[src/rtl/simd_fault_pkg.sv]
package simd_fault_pkg;

    localparam int NUM_FAULTS = 6;

    // bit positions, in priority order (bit 0 wins)
    localparam int F_UD = 0;
    localparam int F_NM = 1;
    localparam int F_SS = 2;
    localparam int F_GP = 3;
    localparam int F_PF = 4;
    localparam int F_AC = 5;

    typedef enum logic [1:0] {
        MODE_REAL = 2'd0,
        MODE_V86  = 2'd1,
        MODE_PROT = 2'd2,
        MODE_RSVD = 2'd3
    } cpu_mode_e;

    typedef enum logic [1:0] {
        ST_IDLE  = 2'd0,
        ST_GRANT = 2'd1,
        ST_FAULT = 2'd2
    } chk_state_e;

endpackage

[src/rtl/fault_cause_eval.sv]
module fault_cause_eval
    import simd_fault_pkg::*;
#(
    parameter int ADDR_W      = 64,
    parameter int ALIGN_BYTES = 16
) (
    input  logic                  feat_ok_i,
    input  logic                  cr0_emul_i,
    input  logic                  cr0_tswitch_i,
    input  logic                  cr4_fxsave_i,
    input  logic                  align_mode_i,
    input  logic                  align_chk_en_i,
    input  logic [1:0]            cpu_mode_i,
    input  logic                  mem_op_i,
    input  logic [ADDR_W-1:0]     addr_i,
    input  logic                  ss_bad_i,
    input  logic                  ds_bad_i,
    input  logic                  ds_null_i,
    input  logic                  page_miss_i,
    output logic [NUM_FAULTS-1:0] cause_o
);

    localparam int ALIGN_LSB = $clog2(ALIGN_BYTES);

    logic misaligned;
    logic is_real;
    logic is_prot;

    assign misaligned = |addr_i[ALIGN_LSB-1:0];
    assign is_real    = (cpu_mode_i == MODE_REAL);
    assign is_prot    = (cpu_mode_i == MODE_PROT) || (cpu_mode_i == MODE_RSVD);

    always_comb begin
        cause_o       = '0;
        cause_o[F_UD] = !feat_ok_i || cr0_emul_i || !cr4_fxsave_i;
        cause_o[F_NM] = cr0_tswitch_i;
        if (mem_op_i) begin
            cause_o[F_SS] = ss_bad_i;
            cause_o[F_GP] = ds_bad_i
                         || (ds_null_i && is_prot)
                         || (misaligned && !align_mode_i);
            cause_o[F_PF] = page_miss_i && !is_real;
            cause_o[F_AC] = misaligned && align_mode_i && align_chk_en_i && !is_real;
        end
    end

endmodule

[config.mk]
export PLATFORM = sky130hd
export DESIGN_NAME = fault_cause_eval
export DESIGN_NICKNAME = d
export VERILOG_FILES = /design/src/rtl/simd_fault_pkg.sv /design/src/rtl/fault_cause_eval.sv
export SDC_FILE = /design/constraint.sdc
export NUM_CORES = 1
export LEC_CHECK = 0
export ABC_AREA = 1
export BUFFER_PORTS_ARGS = -buffer_cell sky130_fd_sc_hd__clkbuf_2
export CORE_AREA = 2 2 39 41
export DETAILED_ROUTE_END_ITERATION = 6
export DIE_AREA = 0 0 41 43
export MAX_ROUTING_LAYER = met4
export PLACE_DENSITY_LB_ADDON = 0.08
export SLEW_MARGIN = 25
export SYNTH_ARGS = -nofsm -noshare
export SYNTH_HDL_FRONTEND = slang
export SYNTH_SLANG_ARGS = --single-unit
[constraint.sdc]
create_clock -name vclk -period 0.8
set_input_delay 0.08 -clock vclk [all_inputs]
set_output_delay 0.08 -clock vclk [all_outputs]
set_load 0.005 [all_outputs]
==> results of run 1 <==
-- stage by stage --
stage / worst slack [ps] / power [W] / area, sq um
after floorplan: 374 / 0.0000283 / 80.1
after global placement: 158 / 0.0000765 / 198
after detailed placement: 144 / 0.0000789 / 198
after CTS: 143 / 0.0000792 / 198
after global routing: 46.3 / 0.0000892 / 198
final: 160 / 0.0000771 / 198
-- final timing paths --
check,endpoint,depth (start not counted)
min,cause_o[1],0
max,cause_o[3],6
-- cell usage in the layout (no fill, tap or decap) --
cell type  netlist  layout
a21oi_1          1       1
a21oi_2          1       1
clkbuf_2         0      21
inv_1            4       4
nand2_1          3       3
nand3_1          1       1
nand3b_1         1       1
nor2_1           4       4
o21ai_0          1       1
-- metal layers --
| layer | up-vias | routed length (microns) | track usage |
|---|---|---|---|
| met2 | 21 | 124 | 0.0656 |
| met3 | 0 | 92 | 0 |
| met5 | - | 0 | - |
| li1 | 91 | - | - |
| met4 | 0 | 0 | 0 |
| met1 | 62 | 135 | 0.0380 |
-- area by class of cell --
type | instances | area, sq um
tap | 16 | 20.0
inverter | 4 | 15.0
multi-input combinational | 12 | 57.6
timing repair buffer | 21 | 105
fill | 167 | 1190
-- power breakdown --
group          internal, W  leakage, nW  switching [W]  total (W)
Sequential               0            0              0          0
Clock                    0            0              0          0
Combinational    0.0000458        0.134      0.0000313  0.0000771
-- synth_stat cells --
cell,n,area share
a21oi_1,1,0.062
a21oi_2,1,0.11
buf_4,1,0.094
inv_1,4,0.19
nand2_1,3,0.14
nand3_1,1,0.062
nand3b_1,1,0.094
nor2_1,4,0.19
o21ai_0,1,0.062
-- cells by family after synthesis --
| family | share of synthesized area |
|---|---|
| compound gates | 0.234 |
| buf+inv | 0.281 |
| simple gates | 0.484 |
==> reports/qor.yml, run 1 <==
place:
  dp_hpwl_microns: 348
  dp_cells: 53
  place_congestion: 0.477
  portBuffers: 21
synth:
  ys_types: 9
  syn-num-nets: 94
  synth_cells: 17
  synth_area_per_cell_sq_um: 4.71
  yosysSeqAreaShare: 0
  yosys_warnings: 0
  syn-cell-area_sq_um: 80.1
setup_path:
  critPathKind: "primary input to primary output"
  cp.required_ps: 720
  critical_path_peak_fanout: 2
  path_delay_family: "buffers and inverters"
  cp-end-kind: "primary output"
  slowest_delay_ps: 120
  path_cells: "clkbuf_2, nor2_1, nand2_1, nand2_1, a21oi_2, clkbuf_2"
  startpoint_type: "primary input"
  crit_slowest_cell: "clkbuf_2"
  crit_start: "addr_i[3]"
  arrival_ps: 560
  crit_buf_inv: 2
global_routing:
  grt_overflow_total: 0
  track_usage: 0.0338
  grt_max_degree: 4
  grt_pass1_vias: 132
  grt_first_pass_wirelength_microns: 427
  antenna_found_initial: 0
floorplan:
  die_area_sq_um: 1760
  rows: 14
  fp.dieH_microns: 43
  die_w_microns: 41
  core_sq_um: 1380
  initial_utilization: 0.0579
  ios: 83
min_path:
  min_path_type: "primary input to primary output"
  min_from: "cr0_tswitch_i"
layout:
  final_util: 0.143
  instances_no_fill: 53
  clock_buffers: 0
  antennaDiodeCount: 0
  area_delta_synth_final_pct: 147
  sequential_cell_total: 0
  register_area_sq_um: 0
  drive_gt1_frac: 0.595
  layout.nets: 116
timing:
  min_period_ps: 640
  worst_pin_slew_ps: 215
  final_max_slew_viol_count: 0
  tns_ps: 0
  fin_crit_sh: 0.800
  holdWs_ps: 160
  hold_viol: 0
  rsz0062_at_grt: "no"
  setup_viol: 0
  relSlewSlack: 0.855
  fmax_mhz: 1560
routing:
  wire_per_inst_microns: 6.64
  wirelength_microns: 352
  post-route-drc-count: 0
  ant_nets: 0
  drtIter0Drc: 1
  via_count: 174
  dr.pass1.iters: 2
  viasPerCell: 3.28
power_and_ir_drop:
  power_density_nw_per_um2: 390
  leakage_nw: 0.134
  irDropWorstVdd_v: 0.0000758
clocking:
  cts_resized: 0
  postCtsSetupRepairBufs: 0
  hold_buffers: 0
outcome:
  status: "finished, final reports clean"
flow_run:
  max_cap_viol_count: 0
(Power assumes the default switching activity.)
==> run 2, diff against run 1 <==
--- a/config.mk
+++ b/config.mk
@@ -5,7 +5,7 @@
 export SDC_FILE = /design/constraint.sdc
 export NUM_CORES = 1
 export LEC_CHECK = 0
-export ABC_AREA = 1
+export ABC_AREA = 0
 export BUFFER_PORTS_ARGS = -buffer_cell sky130_fd_sc_hd__clkbuf_2
 export CORE_AREA = 2 2 39 41
 export DETAILED_ROUTE_END_ITERATION = 6
==> reports/qor.yml, run 2 <==
outcome:
  status: "finished, final reports clean"
synth:
  syn-cell-area_sq_um: 85.1  # +6.3%
  yosys_warnings: 0  # unchanged
  synth.most_common_cell: "inv_1"
  synth_cells: 13  # -4
  syn-num-nets: 90  # -4.3%
  netlist.area_leader.share: 0.250  # +0.0625
  synth_area_leaders: "nor4_4 25%, buf_4 8.8%, inv_1 8.8%, nand3b_1 8.8%, and2_1 7.4%"
  yosys.area.top_type: "nor4_4"
  yosysSeqAreaShare: 0  # unchanged
  synth_area_per_cell_sq_um: 6.54  # +39%
  ys_types: 12  # +3
floorplan:
  fp.dieH_microns: 43  # unchanged
  die_w_microns: 41  # unchanged
  initial_utilization: 0.0615  # +0.00362
  core_sq_um: 1380  # unchanged
  rows: 14  # unchanged
  ios: 83  # unchanged
  die_area_sq_um: 1760  # unchanged
global_routing:
  top_usage_layer: "met2"
  use_met3: 0  # unchanged
  grt_pass1_vias: 120  # -9.1%
  grt_overflow_total: 0  # unchanged
  gr-usage-met1: 0.0348  # -0.00316
  grt_first_pass_wirelength_microns: 400  # -6.3%
  antenna_found_initial: 0  # unchanged
  grt_max_degree: 5  # +1
  use_met2: 0.0594  # -0.00625
  track_usage: 0.0307  # -0.00307
timing:
  rsz0062_at_grt: "yes"
  hold_viol: 0  # unchanged
  final_max_slew_viol_count: 0  # unchanged
  tns_ps: 0  # unchanged
  worst_pin_slew_ps: 225  # +10.1 ps
  setup_ws_ps: 23.6  # -137 ps
  setup_viol: 0  # unchanged
  min_period_ps: 776  # +137 ps
  fmax_mhz: 1290  # -18%
  fin_crit_sh: 0.971  # +0.171
  relSlewSlack: 0.848  # -0.00680
routing:
  wire_per_inst_microns: 6.57  # -1.1%
  wirelength_microns: 322  # -8.5%
  viasPerCell: 3.39  # +3.2%
  drtIter0Drc: 0  # -1
  ant_nets: 0  # unchanged
  post-route-drc-count: 0  # unchanged
  dr.pass1.iters: 1  # -1
  via_count: 166  # -4.6%
flow_run:
  max_cap_viol_count: 0  # unchanged
min_path:
  min_from: "cr0_tswitch_i"
  whs_path_depth: 0  # unchanged
  min_path_type: "primary input to primary output"
  holdPathEnd: "cause_o[1]"
layout:
  drive_gt1_frac: 0.667  # +0.0721
  area_delta_synth_final_pct: 138
  finish.instance_area_sq_um: 203  # +2.5%
  nFillCells: 168  # +0.60%
  register_area_sq_um: 0  # unchanged
  layout.nets: 112  # -3.4%
  final_common_cell: "clkbuf_2"
  antennaDiodeCount: 0  # unchanged
  final_cell_mix: "21 x clkbuf_2, 2 x inv_1"
  sequential_cell_total: 0  # unchanged
  clock_buffers: 0  # unchanged
  final_util: 0.146  # +0.00362
setup_path:
  worst-path-stages: 4  # -2
  crit_buf_inv: 2  # unchanged
  critPathKind: "primary input to primary output"
  cp.required_ps: 720  # about the same
  critical_path_peak_fanout: 2  # unchanged
  startpoint_type: "primary input"
  cp-end-kind: "primary output"
  cpMostUsedCell: "clkbuf_2"
  crit_start: "addr_i[2]"
  path_delay_family: "simple AND/OR/NAND/NOR gates"
  path_cells: "clkbuf_2, nor4_4, o22ai_1, clkbuf_2"
  crit_slowest_cell: "nor4_4"
  slowest_delay_ps: 290  # +170 ps
  arrival_ps: 700  # +140 ps
place:
  portBuffers: 21  # unchanged
  place_congestion: 0.494  # +3.6%
  pre_cts_ws_ps: -17.7  # -161 ps
  placed_area_sq_um: 203  # +2.5%
clocking:
  postCtsSetupRepairBufs: 0  # unchanged
  cts_resized: 0  # unchanged
power_and_ir_drop:
  leakage_nw: 0.117  # -13%
  power_w: 0.0000805  # +4.4%
  power_density_nw_per_um2: 397  # +1.8%
  irDropWorstVdd_v: 0.0000763  # +0.57%
-- run 2: final cells by class --
class                           instances  area, sq um  area share
Multi-Input combinational cell         10         70.1       0.346
Inverter                                2         7.51      0.0370
Timing Repair Buffer                   21          105       0.519
Tap cell                               16         20.0      0.0988
-- run 2: stage by stage --
step / std cells / hold slack [ps]
after floorplan: 13 / 230
after global placement: 49 / 160
after detailed placement: 49 / 160
after CTS: 49 / 160
after global routing: 49 / 160
final: 49 / 160
-- run 2: worst max-delay path by stage --
stage	endpoint
after floorplan	cause_o[3]
after global placement	cause_o[3]
after detailed placement	cause_o[3]
after CTS	cause_o[3]
after global routing	cause_o[3]
final	cause_o[3]
-- run 2: logic make-up after synthesis --
family                 synth area share
and+or+nand+nor                   0.632
AOI/OAI and AO/OA                 0.191
buffers and inverters             0.177
-- run 2: timing repair --
item	4_1_cts	5_1_grt
hold endpoints to repair	0	0
hold buffers	0	0
setup endpoints to repair	1	2
pin swaps	2	1
-- run 2: layer usage --
layer | part of all wire | routed length [microns]
met1 | 0.39 | 124
met2 | 0.44 | 142
met3 | 0.17 | 56
met4 | 0 | 0
met5 | 0 | 0
-- run 2: power breakdown --
| group | leakage, nW | internal (W) | switching, W | total (W) |
|---|---|---|---|---|
| clock network | 0 | 0 | 0 | 0 |
| logic | 0.117 | 0.0000480 | 0.0000326 | 0.0000805 |
| registers | 0 | 0 | 0 | 0 |
==> run 3, diff against run 2 <==
--- a/config.mk
+++ b/config.mk
@@ -12,6 +12,7 @@
 export DIE_AREA = 0 0 41 43
 export MAX_ROUTING_LAYER = met4
 export PLACE_DENSITY_LB_ADDON = 0.08
+export SETUP_SLACK_MARGIN = 0.15
 export SLEW_MARGIN = 25
 export SYNTH_ARGS = -nofsm -noshare
 export SYNTH_HDL_FRONTEND = slang
==> reports/qor.yml, run 3 (same netlist as run 2, synthesis figures left out) <==
global_routing:
  antenna_found_initial: 0  # unchanged
  track_usage: 0.0307  # unchanged
  grt_pass1_vias: 120  # unchanged
  grt_first_pass_wirelength_microns: 400  # unchanged
  grt_overflow_total: 0  # unchanged
  grt_max_degree: 5  # unchanged
layout:
  clock_buffers: 0  # unchanged
  sequential_cell_total: 0  # unchanged
  nFillCells: 168  # unchanged
  drive_gt1_frac: 0.697  # +0.0303
  multi_input_comb_area_sq_um: 73.8  # +5.4%
  final_cell_mix: "19 x clkbuf_2, 2 x inv_1"
  layout.nets: 112  # unchanged
  antennaDiodeCount: 0  # unchanged
  area_delta_synth_final_pct: 150
  final_common_cell: "clkbuf_2"
  register_area_sq_um: 0  # unchanged
floorplan:
  die_area_sq_um: 1760  # unchanged
  die_w_microns: 41  # unchanged
  rows: 14  # unchanged
  ios: 83  # unchanged
  initial_utilization: 0.0615  # unchanged
  core_sq_um: 1380  # unchanged
  fp.dieH_microns: 43  # unchanged
routing:
  wirelength_microns: 322  # unchanged
  viasPerCell: 3.41  # +0.60%
  wire_per_inst_microns: 6.57  # unchanged
  via_count: 167  # +0.60%
  dr.pass1.iters: 1  # unchanged
  ant_nets: 0  # unchanged
  drtIter0Drc: 0  # unchanged
  post-route-drc-count: 0  # unchanged
timing:
  rsz0062_at_grt: "yes"
  relSlewSlack: 0.849  # +0.00125
  holdWs_ps: 160  # unchanged
  fin_crit_sh: 0.957  # -0.0139
  min_period_ps: 765  # -11.1 ps
  final_max_slew_viol_count: 0  # unchanged
  setup_viol: 0  # unchanged
  worst_pin_slew_ps: 224  # -1.18 ps
  tns_ps: 0  # unchanged
  fmax_mhz: 1310  # +1.5%
  hold_viol: 0  # unchanged
power_and_ir_drop:
  clockPowerShare: 0  # unchanged
  leakage_nw: 0.120  # +3.2%
  power_w: 0.0000864  # +7.3%
  power_density_nw_per_um2: 406  # +2.3%
  netSwitchingPower_w: 0.0000344  # +5.7%
  sw_frac_of_total: 0.398  # -0.00637
  pwr-share-comb: 1.000  # about the same
  p_seq_frac: 0  # unchanged
  p_int_w: 0.0000520  # +8.5%
  irDropWorstVdd_v: 0.0000764  # +0.12%
setup_path:
  cp-end-kind: "primary output"
  startpoint_type: "primary input"
  critical_path_peak_fanout: 2  # unchanged
  arrival_ps: 690  # about the same
  cp.required_ps: 720  # about the same
  critPathKind: "primary input to primary output"
min_path:
  min_from: "cr0_tswitch_i"
  whs_path_depth: 0  # unchanged
  min_path_type: "primary input to primary output"
  holdPathEnd: "cause_o[1]"
place:
  portBuffers: 21  # unchanged
  place_congestion: 0.494  # unchanged
flow_run:
  max_cap_viol_count: 0  # unchanged
outcome:
  status: "finished, final reports clean"
clocking:
  hold_buffers: 0  # unchanged
==> run 3: final cells by class <==
type                            count  area share
Multi-Input combinational cell     10       0.347
Timing Repair Buffer               21       0.524
Inverter                            2      0.0353
Tap cell                           16      0.0941
==> run 3: stage by stage <==
stage | cell area (sq um) | std cells | setup slack, ps | util
floorplan | 85.1 | 13 | 257 | -
global placement | 203 | 49 | -16.0 | 0.146
detailed placement | 203 | 49 | -17.7 | 0.146
CTS | 203 | 49 | 2.45 | 0.146
global route | 213 | 49 | -22.8 | 0.154
finish | 213 | 49 | 34.7 | 0.154
==> run 3: how the worst max path moves through the flow <==
stage / from / end / slack, ps / depth (start not counted)
floorplan: addr_i[1] / cause_o[3] / 260 / 2
global placement: addr_i[1] / cause_o[3] / -20 / 4
detailed placement: addr_i[1] / cause_o[3] / -20 / 4
CTS: addr_i[2] / cause_o[3] / 2 / 4
global route: addr_i[2] / cause_o[3] / -20 / 4
finish: addr_i[2] / cause_o[3] / 30 / 4
==> run 3: timing repair <==
| action | CTS | global route |
|---|---|---|
| pin swaps | 3 | 2 |
| buffers inserted | 0 | 0 |
| hold endpoints to repair | 0 | 0 |
| resized for setup | 0 | 4 |
| endpoints found under the setup margin | 2 | 3 |
==> run 3: routing by layer <==
layer	global-route usage	wire length, microns	part of all wire	vias up
met2	0.0594	143	0.44	15
met3	0	56	0.17	0
met4	0	0	0	0
li1	-	-	-	85
met5	-	0	0	-
met1	0.0348	122	0.38	67
==> run 3: worst max-delay path: stages <==
cell and delay [ps]:
buf_6 90, nor4_4 280, o22ai_1 110, clkbuf_2 120
==> run 3: power by group through the flow <==
stage / combinational (W) / clock, W / sequential [W]
after floorplan: 0.0000263 / 0 / 0
after global placement: 0.0000801 / 0 / 0
after detailed placement: 0.0000816 / 0 / 0
after CTS: 0.0000821 / 0 / 0
after global routing: 0.0000970 / 0 / 0
final: 0.0000864 / 0 / 0
